## src/rtl/mi_pkg.sv

```systemverilog
`timescale 1ns/1ps
package mi_pkg;
  // processor request kinds
  localparam logic [1:0] CPU_LOAD    = 2'd0;
  localparam logic [1:0] CPU_IFETCH  = 2'd1;
  localparam logic [1:0] CPU_STORE   = 2'd2;
  localparam logic [1:0] CPU_REPLACE = 2'd3;
  // forward channel kinds
  localparam logic [2:0] FWD_OWN     = 3'd0;
  localparam logic [2:0] FWD_WB_ACK  = 3'd1;
  localparam logic [2:0] FWD_WB_NACK = 3'd2;
  localparam logic [2:0] FWD_INVAL   = 3'd3;
  // response channel kinds
  localparam logic [1:0] RSP_DATA    = 2'd1;

  typedef enum logic [2:0] {
    TB_IDLE, TB_FILL_RD, TB_FILL_WR, TB_WB_PEND, TB_WB_LOST
  } tbe_state_e;

  typedef enum logic [1:0] {SEL_CPU, SEL_FWD, SEL_RSP} addr_sel_e;

  typedef struct packed {
    addr_sel_e addrSel;
    logic lineFill;
    logic fillFromTbe;
    logic lineWrite;
    logic lineClear;
    logic tbeCapture;
    logic tbeFromLine;
    logic reqSend;
    logic reqWb;
    logic rspSend;
    logic rspFromTbe;
    logic hitInc;
    logic missInc;
    logic doneValid;
    logic doneExt;
    logic evict;
    logic protoErr;
  } mi_strobe_t;
endpackage

```

## src/rtl/mi_delay_line.sv

```systemverilog
`timescale 1ns/1ps
module mi_delay_line #(
  parameter int W   = 8,
  parameter int LAT = 2
) (
  input  logic         clk,
  input  logic         rstN,
  input  logic         inValid,
  input  logic [W-1:0] inData,
  output logic         outValid,
  output logic [W-1:0] outData
);
  logic [LAT-1:0] stageVld;
  logic [W-1:0]   stageDat [LAT];

  always_ff @(posedge clk) begin
    if (!rstN) begin
      stageVld[0] <= 1'b0;
      stageDat[0] <= '0;
    end else begin
      stageVld[0] <= inValid;
      stageDat[0] <= inData;
    end
  end

  for (genvar i = 1; i < LAT; i++) begin : gStage
    always_ff @(posedge clk) begin
      if (!rstN) begin
        stageVld[i] <= 1'b0;
        stageDat[i] <= '0;
      end else begin
        stageVld[i] <= stageVld[i-1];
        stageDat[i] <= stageDat[i-1];
      end
    end
  end

  assign outValid = stageVld[LAT-1];
  assign outData  = stageDat[LAT-1];
endmodule

```

## src/rtl/mi_ctrl.sv

```systemverilog
`timescale 1ns/1ps
module mi_ctrl import mi_pkg::*; #(
  parameter int ADDR_W = 4,
  localparam int LINES = 1 << ADDR_W
) (
  input  logic              clk,
  input  logic              rstN,
  input  logic              cpuReqValid,
  input  logic [1:0]        cpuReqKind,
  input  logic [ADDR_W-1:0] cpuReqAddr,
  input  logic              fwdValid,
  input  logic [2:0]        fwdKind,
  input  logic [ADDR_W-1:0] fwdAddr,
  input  logic              rspInValid,
  input  logic [1:0]        rspInKind,
  input  logic [ADDR_W-1:0] rspInAddr,
  input  logic [LINES-1:0]  lineValid,
  input  logic [ADDR_W-1:0] tbeAddr,
  output logic              cpuReqPop,
  output logic              fwdPop,
  output logic              rspInPop,
  output mi_strobe_t        strb
);
  tbe_state_e tbeState, tbeNext;
  logic busy, cpuMatch, fwdMatch, rspMatch, wbActive;

  assign busy     = (tbeState != TB_IDLE);
  assign cpuMatch = busy && (cpuReqAddr == tbeAddr);
  assign fwdMatch = busy && (fwdAddr == tbeAddr);
  assign rspMatch = busy && (rspInAddr == tbeAddr);
  assign wbActive = (tbeState == TB_WB_PEND) || (tbeState == TB_WB_LOST);

  always_comb begin
    strb      = '0;
    strb.addrSel = SEL_CPU;
    cpuReqPop = 1'b0;
    fwdPop    = 1'b0;
    rspInPop  = 1'b0;
    tbeNext   = tbeState;
    if (rspInValid) begin
      rspInPop     = 1'b1;
      strb.addrSel = SEL_RSP;
      if (rspInKind == RSP_DATA && rspMatch &&
          (tbeState == TB_FILL_RD || tbeState == TB_FILL_WR)) begin
        strb.lineFill    = 1'b1;
        strb.fillFromTbe = (tbeState == TB_FILL_WR);
        strb.doneValid   = 1'b1;
        strb.doneExt     = 1'b1;
        tbeNext          = TB_IDLE;
      end else begin
        strb.protoErr = 1'b1;
      end
    end else if (fwdValid) begin
      fwdPop       = 1'b1;
      strb.addrSel = SEL_FWD;
      case (fwdKind)
        FWD_OWN: begin
          if (fwdMatch) begin
            if (tbeState == TB_WB_PEND) begin
              strb.rspSend    = 1'b1;
              strb.rspFromTbe = 1'b1;
              tbeNext         = TB_WB_LOST;
            end
          end else if (lineValid[fwdAddr]) begin
            strb.rspSend   = 1'b1;
            strb.lineClear = 1'b1;
            strb.evict     = 1'b1;
          end
        end
        FWD_WB_ACK, FWD_WB_NACK: begin
          if (fwdMatch && wbActive) tbeNext = TB_IDLE;
        end
        FWD_INVAL: begin
          if (fwdMatch) begin
            if (tbeState == TB_WB_PEND) tbeNext = TB_WB_LOST;
          end else if (lineValid[fwdAddr]) begin
            strb.lineClear = 1'b1;
            strb.evict     = 1'b1;
          end
        end
        default: strb.protoErr = 1'b1;
      endcase
    end else if (cpuReqValid && !cpuMatch) begin
      if (lineValid[cpuReqAddr]) begin
        if (cpuReqKind == CPU_REPLACE) begin
          if (!busy) begin
            cpuReqPop        = 1'b1;
            strb.tbeCapture  = 1'b1;
            strb.tbeFromLine = 1'b1;
            strb.reqSend     = 1'b1;
            strb.reqWb       = 1'b1;
            strb.lineClear   = 1'b1;
            strb.evict       = 1'b1;
            tbeNext          = TB_WB_PEND;
          end
        end else begin
          cpuReqPop      = 1'b1;
          strb.hitInc    = 1'b1;
          strb.doneValid = 1'b1;
          strb.lineWrite = (cpuReqKind == CPU_STORE);
        end
      end else if (cpuReqKind == CPU_REPLACE) begin
        cpuReqPop = 1'b1;
      end else if (!busy) begin
        cpuReqPop       = 1'b1;
        strb.missInc    = 1'b1;
        strb.tbeCapture = 1'b1;
        strb.reqSend    = 1'b1;
        tbeNext = (cpuReqKind == CPU_STORE) ? TB_FILL_WR : TB_FILL_RD;
      end
    end
  end

  always_ff @(posedge clk) begin
    if (!rstN) tbeState <= TB_IDLE;
    else       tbeState <= tbeNext;
  end

  // the pending address is never handed to the processor side
  a_r11_no_pop_pending: assert property (@(posedge clk) disable iff (!rstN)
    cpuReqPop |-> !(tbeState != TB_IDLE && cpuReqAddr == tbeAddr));

  // an accepted fill always leaves the buffer free
  a_r5_fill_frees: assert property (@(posedge clk) disable iff (!rstN)
    (rspInPop && strb.lineFill) |=> (tbeState == TB_IDLE));
endmodule

```

## src/rtl/mi_datapath.sv

```systemverilog
`timescale 1ns/1ps
module mi_datapath import mi_pkg::*; #(
  parameter int ADDR_W  = 4,
  parameter int DATA_W  = 32,
  parameter int ID_W    = 4,
  parameter int REQ_LAT = 2,
  parameter int RSP_LAT = 12,
  parameter int CNT_W   = 16,
  localparam int LINES  = 1 << ADDR_W,
  localparam int REQ_W  = 1 + ADDR_W + DATA_W,
  localparam int RSP_W  = ADDR_W + DATA_W + ID_W
) (
  input  logic              clk,
  input  logic              rstN,
  input  mi_strobe_t        strb,
  input  logic [ADDR_W-1:0] cpuReqAddr,
  input  logic [DATA_W-1:0] cpuReqData,
  input  logic [ADDR_W-1:0] fwdAddr,
  input  logic [ID_W-1:0]   fwdRequestor,
  input  logic [ADDR_W-1:0] rspInAddr,
  input  logic [DATA_W-1:0] rspInData,
  output logic [LINES-1:0]  lineValid,
  output logic [ADDR_W-1:0] tbeAddr,
  output logic              cpuDoneValid,
  output logic [DATA_W-1:0] cpuDoneData,
  output logic              cpuDoneExternal,
  output logic              cpuEvictValid,
  output logic [ADDR_W-1:0] cpuEvictAddr,
  output logic              reqOutValid,
  output logic              reqOutWb,
  output logic [ADDR_W-1:0] reqOutAddr,
  output logic [DATA_W-1:0] reqOutData,
  output logic              rspOutValid,
  output logic [ADDR_W-1:0] rspOutAddr,
  output logic [DATA_W-1:0] rspOutData,
  output logic [ID_W-1:0]   rspOutDest,
  output logic [CNT_W-1:0]  hitCount,
  output logic [CNT_W-1:0]  missCount,
  output logic              protoErr
);
  logic [DATA_W-1:0] lineData [LINES];
  logic [DATA_W-1:0] tbeData;
  logic [ADDR_W-1:0] opAddr;
  logic [DATA_W-1:0] fillValue, newValue, lineRead;
  logic [REQ_W-1:0]  reqIn, reqOut;
  logic [RSP_W-1:0]  rspIn, rspOut;

  always_comb begin
    case (strb.addrSel)
      SEL_FWD: opAddr = fwdAddr;
      SEL_RSP: opAddr = rspInAddr;
      default: opAddr = cpuReqAddr;
    endcase
  end

  assign lineRead  = lineData[opAddr];
  assign fillValue = strb.fillFromTbe ? tbeData : rspInData;
  assign newValue  = strb.lineFill ? fillValue : cpuReqData;

  always_ff @(posedge clk) begin
    if (strb.lineFill || strb.lineWrite) lineData[opAddr] <= newValue;
  end

  always_ff @(posedge clk) begin
    if (!rstN) begin
      lineValid <= '0;
    end else begin
      if (strb.lineFill)  lineValid[opAddr] <= 1'b1;
      if (strb.lineClear) lineValid[opAddr] <= 1'b0;
    end
  end

  always_ff @(posedge clk) begin
    if (!rstN) begin
      tbeAddr <= '0;
      tbeData <= '0;
    end else if (strb.tbeCapture) begin
      tbeAddr <= opAddr;
      tbeData <= strb.tbeFromLine ? lineRead : cpuReqData;
    end
  end

  always_ff @(posedge clk) begin
    if (!rstN) begin
      cpuDoneValid    <= 1'b0;
      cpuDoneData     <= '0;
      cpuDoneExternal <= 1'b0;
      cpuEvictValid   <= 1'b0;
      cpuEvictAddr    <= '0;
      protoErr        <= 1'b0;
      hitCount        <= '0;
      missCount       <= '0;
    end else begin
      cpuDoneValid    <= strb.doneValid;
      cpuDoneExternal <= strb.doneExt;
      if (strb.doneValid)
        cpuDoneData <= (strb.lineFill || strb.lineWrite) ? newValue : lineRead;
      cpuEvictValid <= strb.evict;
      if (strb.evict) cpuEvictAddr <= opAddr;
      protoErr <= strb.protoErr;
      if (strb.hitInc)  hitCount  <= hitCount + 1'b1;
      if (strb.missInc) missCount <= missCount + 1'b1;
    end
  end

  assign reqIn = {strb.reqWb, opAddr, strb.reqWb ? lineRead : {DATA_W{1'b0}}};
  assign rspIn = {fwdAddr, strb.rspFromTbe ? tbeData : lineData[fwdAddr], fwdRequestor};

  mi_delay_line #(.W(REQ_W), .LAT(REQ_LAT)) uReqPipe (
    .clk(clk), .rstN(rstN), .inValid(strb.reqSend), .inData(reqIn),
    .outValid(reqOutValid), .outData(reqOut));

  mi_delay_line #(.W(RSP_W), .LAT(RSP_LAT)) uRspPipe (
    .clk(clk), .rstN(rstN), .inValid(strb.rspSend), .inData(rspIn),
    .outValid(rspOutValid), .outData(rspOut));

  assign {reqOutWb, reqOutAddr, reqOutData} = reqOut;
  assign {rspOutAddr, rspOutData, rspOutDest} = rspOut;

  // the hit counter advances by at most one per cycle
  a_r3_hit_step: assert property (@(posedge clk) disable iff (!rstN)
    (hitCount == $past(hitCount)) || (hitCount == $past(hitCount) + 1'b1));

  // a miss is only ever counted against an invalid line
  a_r4_miss_on_invalid: assert property (@(posedge clk) disable iff (!rstN)
    strb.missInc |-> !lineValid[opAddr]);

  // an eviction notice never names a line still held
  a_r6_evict_line_gone: assert property (@(posedge clk) disable iff (!rstN)
    cpuEvictValid |-> !lineValid[cpuEvictAddr]);
endmodule

```

## src/rtl/mi_l1_ctrl.sv

```systemverilog
`timescale 1ns/1ps
module mi_l1_ctrl import mi_pkg::*; #(
  parameter int ADDR_W  = 4,
  parameter int DATA_W  = 32,
  parameter int ID_W    = 4,
  parameter logic [ID_W-1:0] NODE_ID = '0,
  parameter int REQ_LAT = 2,
  parameter int RSP_LAT = 12,
  parameter int CNT_W   = 16,
  localparam int LINES  = 1 << ADDR_W
) (
  input  logic              clk,
  input  logic              rstN,
  input  logic              cpuReqValid,
  input  logic [1:0]        cpuReqKind,
  input  logic [ADDR_W-1:0] cpuReqAddr,
  input  logic [DATA_W-1:0] cpuReqData,
  output logic              cpuReqPop,
  output logic              cpuDoneValid,
  output logic [DATA_W-1:0] cpuDoneData,
  output logic              cpuDoneExternal,
  output logic              cpuEvictValid,
  output logic [ADDR_W-1:0] cpuEvictAddr,
  output logic              reqOutValid,
  output logic              reqOutWb,
  output logic [ADDR_W-1:0] reqOutAddr,
  output logic [DATA_W-1:0] reqOutData,
  output logic [ID_W-1:0]   reqOutRequestor,
  input  logic              fwdValid,
  input  logic [2:0]        fwdKind,
  input  logic [ADDR_W-1:0] fwdAddr,
  input  logic [ID_W-1:0]   fwdRequestor,
  output logic              fwdPop,
  input  logic              rspInValid,
  input  logic [1:0]        rspInKind,
  input  logic [ADDR_W-1:0] rspInAddr,
  input  logic [DATA_W-1:0] rspInData,
  output logic              rspInPop,
  output logic              rspOutValid,
  output logic [ADDR_W-1:0] rspOutAddr,
  output logic [DATA_W-1:0] rspOutData,
  output logic [ID_W-1:0]   rspOutDest,
  output logic [CNT_W-1:0]  hitCount,
  output logic [CNT_W-1:0]  missCount,
  output logic              protoErr
);
  mi_strobe_t        strb;
  logic [LINES-1:0]  lineValid;
  logic [ADDR_W-1:0] tbeAddr;

  assign reqOutRequestor = NODE_ID;

  mi_ctrl #(.ADDR_W(ADDR_W)) uCtrl (
    .clk(clk), .rstN(rstN),
    .cpuReqValid(cpuReqValid), .cpuReqKind(cpuReqKind), .cpuReqAddr(cpuReqAddr),
    .fwdValid(fwdValid), .fwdKind(fwdKind), .fwdAddr(fwdAddr),
    .rspInValid(rspInValid), .rspInKind(rspInKind), .rspInAddr(rspInAddr),
    .lineValid(lineValid), .tbeAddr(tbeAddr),
    .cpuReqPop(cpuReqPop), .fwdPop(fwdPop), .rspInPop(rspInPop), .strb(strb));

  mi_datapath #(.ADDR_W(ADDR_W), .DATA_W(DATA_W), .ID_W(ID_W), .REQ_LAT(REQ_LAT),
                .RSP_LAT(RSP_LAT), .CNT_W(CNT_W)) uData (
    .clk(clk), .rstN(rstN), .strb(strb),
    .cpuReqAddr(cpuReqAddr), .cpuReqData(cpuReqData),
    .fwdAddr(fwdAddr), .fwdRequestor(fwdRequestor),
    .rspInAddr(rspInAddr), .rspInData(rspInData),
    .lineValid(lineValid), .tbeAddr(tbeAddr),
    .cpuDoneValid(cpuDoneValid), .cpuDoneData(cpuDoneData),
    .cpuDoneExternal(cpuDoneExternal),
    .cpuEvictValid(cpuEvictValid), .cpuEvictAddr(cpuEvictAddr),
    .reqOutValid(reqOutValid), .reqOutWb(reqOutWb), .reqOutAddr(reqOutAddr),
    .reqOutData(reqOutData),
    .rspOutValid(rspOutValid), .rspOutAddr(rspOutAddr), .rspOutData(rspOutData),
    .rspOutDest(rspOutDest),
    .hitCount(hitCount), .missCount(missCount), .protoErr(protoErr));

  // never more than one inbound item consumed in a cycle
  a_r2_single_pop: assert property (@(posedge clk) disable iff (!rstN)
    $onehot0({cpuReqPop, fwdPop, rspInPop}));
endmodule

```

## config.mk

```make
export PLATFORM = sky130hd
export DESIGN_NAME = mi_l1_ctrl
export DESIGN_NICKNAME = d
export VERILOG_FILES = /design/src/rtl/mi_pkg.sv /design/src/rtl/mi_delay_line.sv /design/src/rtl/mi_ctrl.sv /design/src/rtl/mi_datapath.sv /design/src/rtl/mi_l1_ctrl.sv
export SDC_FILE = /design/constraint.sdc
export NUM_CORES = 2
export LEC_CHECK = 0
export BUFFER_PORTS_ARGS = -buffer_cell sky130_fd_sc_hd__buf_2
export CORE_ASPECT_RATIO = 2
export CORE_UTILIZATION = 65
export DETAILED_ROUTE_END_ITERATION = 6
export HOLD_SLACK_MARGIN = 0.03
export PLACE_DENSITY = 0.83
export SYNTH_ARGS = -nofsm -noshare
export SYNTH_HDL_FRONTEND = slang
export SYNTH_SLANG_ARGS = --single-unit
```

## constraint.sdc

```tcl
create_clock -name clk -period 6.1 [get_ports clk]
set_input_delay 1.22 -clock clk [delete_from_list [all_inputs] [get_ports clk]]
set_output_delay 1.22 -clock clk [all_outputs]
set_load 0.01 [all_outputs]
```

==> summary.md <==
| Metric | Value |
|---|---|
| Hold-fix buffers, CTS | 0 |
| Count of clock tree sinks | about 1200 |
| CTS tree | done |
| Largest net degree at the start of global routing | ~340 |
| Clock-pin slew on the worst setup and hold paths | about 70 ps |
| Post-Layout Cell Count | about 4400 |
| Element type at the critical path end | output pin |
| GR Util All Layers | approximately 31% |
| Mapped Area | 46330 um^2 |
| Total global routing overflow | 0 |
| IO Pins | 250 |
| Worst path max stage delay | 620 ps |
| Count of flip-flops with a built-in enable after synthesis | approximately 500 |
| Htree depth | 3 |
| CP Cell Sequence | buf_2 > mux4_2 > mux2_2 > a22oi_2 > xnor2_1 > a21oi_1 > buf_2 |
| Placed cell count | ~4200 |
| Reg-to-reg startpoint | uData.lineValid[12] |
| Final Hold Vio Count | 0 |
| Rel. slew slack | slightly below 5% |
| Min Tclk post-route | between 4000 and 5000 ps |
| Detailed Route WL | 111600 um |
| Worst skew pair latency | 700 ps |
| Worst-Margin Slew | approximately 1400 ps |
| Final setup violating endpoints | 0 |
| Total Negative Setup Slacks | 0 ps |
| Reg2Reg Depth | 9 |
| Reg-to-Reg End | uData.cpuDoneData[8] |
| Max Clock Freq | between 200 and 250 MHz |
| Die area | about 72000 um^2 |
| CTS root buf | clkbuf_16 |
| Worst Path Max Fanout | 12 |
| ANT nets after route | 0 |
| Layout area overhead | 10.62% |
| Avg WL per Cell | about 26 um |
| Post-DP HPWL | 67740 um |
| DRC | 0 |
| CP Launch Point | cpuReqAddr[1] |
| Critical path arrival | approximately 3500 ps |
| Worst min-delay path category | reg -> reg |
| Yosys warnings | 0 |
| R2r setup slk | roughly 2200 ps |
| Starting Density | between 60% and 70% |
| Mapped Cells | between 3000 and 4000 |
| Worst Path Buf+Inv | 2 |
| Cts repair resizes | 0 |
| Core Region | a little over 70000 um^2 |
| Max cap viols | 0 |
| RSZ-0062 raised after global routing | false |
| Post-synth cell types | 57 |
| Final period utilization | 77.84% |
| Predominant post-synthesis flop cell | dfxtp_1 |
| Synth top area share | 33.19% |
| Vias per inst | 6.327 |
| Die H | 379.5 um |
| Cell row count | 138 |
| Pwr/cell area | roughly 310 nW/um^2 |
| Synth area leader | edfxtp_1 |
| Vias in the first global route | 28310 |
| WP data required | 4880 ps |
| Width of the die | 190.8 um |
| Routed via count | 27530 |
| Crit-path slowest cell | a22oi_2 |
| Sequential area share after synthesis | between 60 and 70% |
| Synth top area cells | edfxtp_1 33%, dfxtp_1 30%, mux4_2 11% |
| Leakage | a little under 20 nW |
| Area occupied by multi-input gates | approximately 16000 um^2 |
| FFs w/ async S/R, synth | 0% |
| Postcts setup bufs | 0 |
| Worst-case clock buffer depth | 3 |
| First-pass GRT wire length | 165800 um |
| Most frequent CP cell | buf_2 |
| CP endpoint | cpuReqPop |
| WS Path Type | in -> out |
| Layout cells sized above 1 | approximately 22% |
| Worst IR Drop VDD | roughly 0.36 mV |
| Initial antenna violation count | 2 |
| Setup crit start kind | input port |
| Max-slew violation count | 0 |
| Syn Area/Cell | 14.40 um^2 |
| TritonCTS buffer count | 95 |
| CP delay by family, top | compound AO/OA/AOI/OAI gates |
| # fillers | 4327 |
| FF+latch count, synth | 1207 |
| Run status | complete, no violations |
| WP depth | 7 |
| Nets | 3455 |
| Starting DRT DRC Count | 2623 |
| Clk_skew | ~25 ps |
| Final RePlAce weighted congestion | about 0.87 |
| IO Port Bufs | 245 |
| Pre-antenna DRT Iters | 6 |
| Storage cell area | between 20000 and 30000 um^2 |
[per-stage QoR]
stage | power, mW | hold WS, ps | setup slack, ps | util, % | cell area [um^2]
after floorplan | 9.417 | 411.9 | 1645 | - | 46340
after global placement | 9.649 | 413.2 | 1244 | 67.97 | 48000
after detailed placement | 9.681 | 416.9 | 1094 | 67.97 | 48000
after CTS | 15.85 | 429.0 | 1371 | 72.51 | 51210
after global routing | 16.21 | 439.9 | 1208 | 72.56 | 51240
final | 15.80 | 428.6 | 1352 | 72.56 | 51240
[state kept, by name, indices dropped and copies added (netlist names), 3 cells and up]
| signal | flops |
|---|---|
| uData.lineData | 512 |
| uData.uRspPipe.stageDat | 480 |
| uData.uReqPipe.stageDat | 74 |
| uData.cpuDoneData | 32 |
| uData.tbeData | 32 |
| uData.hitCount | 16 |
| uData.lineValid | 16 |
| uData.missCount | 16 |
| uData.uRspPipe.stageVld | 11 |
| uData.cpuEvictAddr | 4 |
| uData.tbeAddr | 4 |
| uCtrl.tbeState | 3 |
[where the power goes]
| group | total, mW | internal [mW] | switching, mW |
|---|---|---|---|
| logic | 1.02 | 0.438 | 0.579 |
| registers | 8.50 | 8.47 | 0.0269 |
| clock network | 6.28 | 3.47 | 2.81 |
| total | 15.8 | 12.4 | 3.42 |
[layout make-up]
| type | count | area share [%] |
|---|---|---|
| sequential | 1207 | 57.15 |
| multi-input combinational | 1710 | 30.57 |
| clock buffer | 140 | 5.557 |
| timing repair buffer | 305 | 3.460 |
| tap | 910 | 2.222 |
| clock inverter | 33 | 0.7081 |
| inverter | 42 | 0.3125 |
| antenna | 4 | 0.01953 |
[how the worst min path moves through the flow]
stage	end	from	slack [ps]	depth (start not counted)
floorplan	uData.uReqPipe.outValid	uData.uReqPipe.stageVld[0]	410	1
global placement	uData.uRspPipe.stageDat[0][42]	uData.uRspPipe.stageDat[0][2]	410	1
detailed placement	uData.uRspPipe.stageDat[2][21]	uData.uRspPipe.stageDat[1][141]	420	1
CTS	uData.uRspPipe.stageDat[1][148]	uData.uRspPipe.stageDat[1][108]	430	1
global route	uData.uRspPipe.stageDat[1][148]	uData.uRspPipe.stageDat[1][108]	440	1
finish	uData.uRspPipe.stageDat[2][152]	uData.uRspPipe.stageDat[2][112]	430	1
[synth_stat cells (3+ instances only)]
cell type and number:
a2bb2oi_1 33, xnor2_1 17, o21a_1 5, o31ai_1 4
xor2_1 26, a311oi_2 20, a21oi_1 55, edfxtp_1 512
nand3_1 22, nand2b_1 4, and2_1 498, a22oi_1 11
o21ai_0 9, o221a_1 16, nor2_1 105, mux2i_1 327
nand2_1 159, buf_2 39, mux4_2 232, nor4_1 3
o21ai_1 5, buf_4 58, dfxtp_1 695, or3_1 7
buf_1 22, nor3_1 4, and3_1 10, o22ai_1 64
nor2b_1 33, buf_6 23, nand4_1 12, clkbuf_1 120
inv_1 41
[routing by layer]
layer	part of all wire, %	vias to the layer above	track usage [%]
met5	0	-	0
met4	6.6	0	20.79
met3	8.4	442	5.790
met2	50	1584	52.25
met1	35	13640	35.82
li1	-	11860	-
[layout by cell type, fill, tap and decap left out, types with 64 or more instances in the layout]
cell / instances
nand2_1: 158
nor2_1: 89
edfxtp_1: 512
dfxtp_1: 695
buf_2: 242
mux2i_1: 327
o22ai_1: 64
mux4_2: 232
and2_1: 497
clkbuf_16: 101
[cell families (layout without fill, tap and decap cells)]
kind of cell	count (synthesis)	after routing	share of synthesized area, %
DFF	1207	1207	63.22
and+or+nand+nor	870	870	10.34
muxes	561	561	18.40
buffers and inverters	304	520	3.411
AOI/OAI and AO/OA	230	230	3.754
xor gates and xnor gates	43	43	0.8130
adders and majority gates	2	2	0.05401
other	1	8	0.008095
Note: power is estimated with default switching activity, not from simulation.
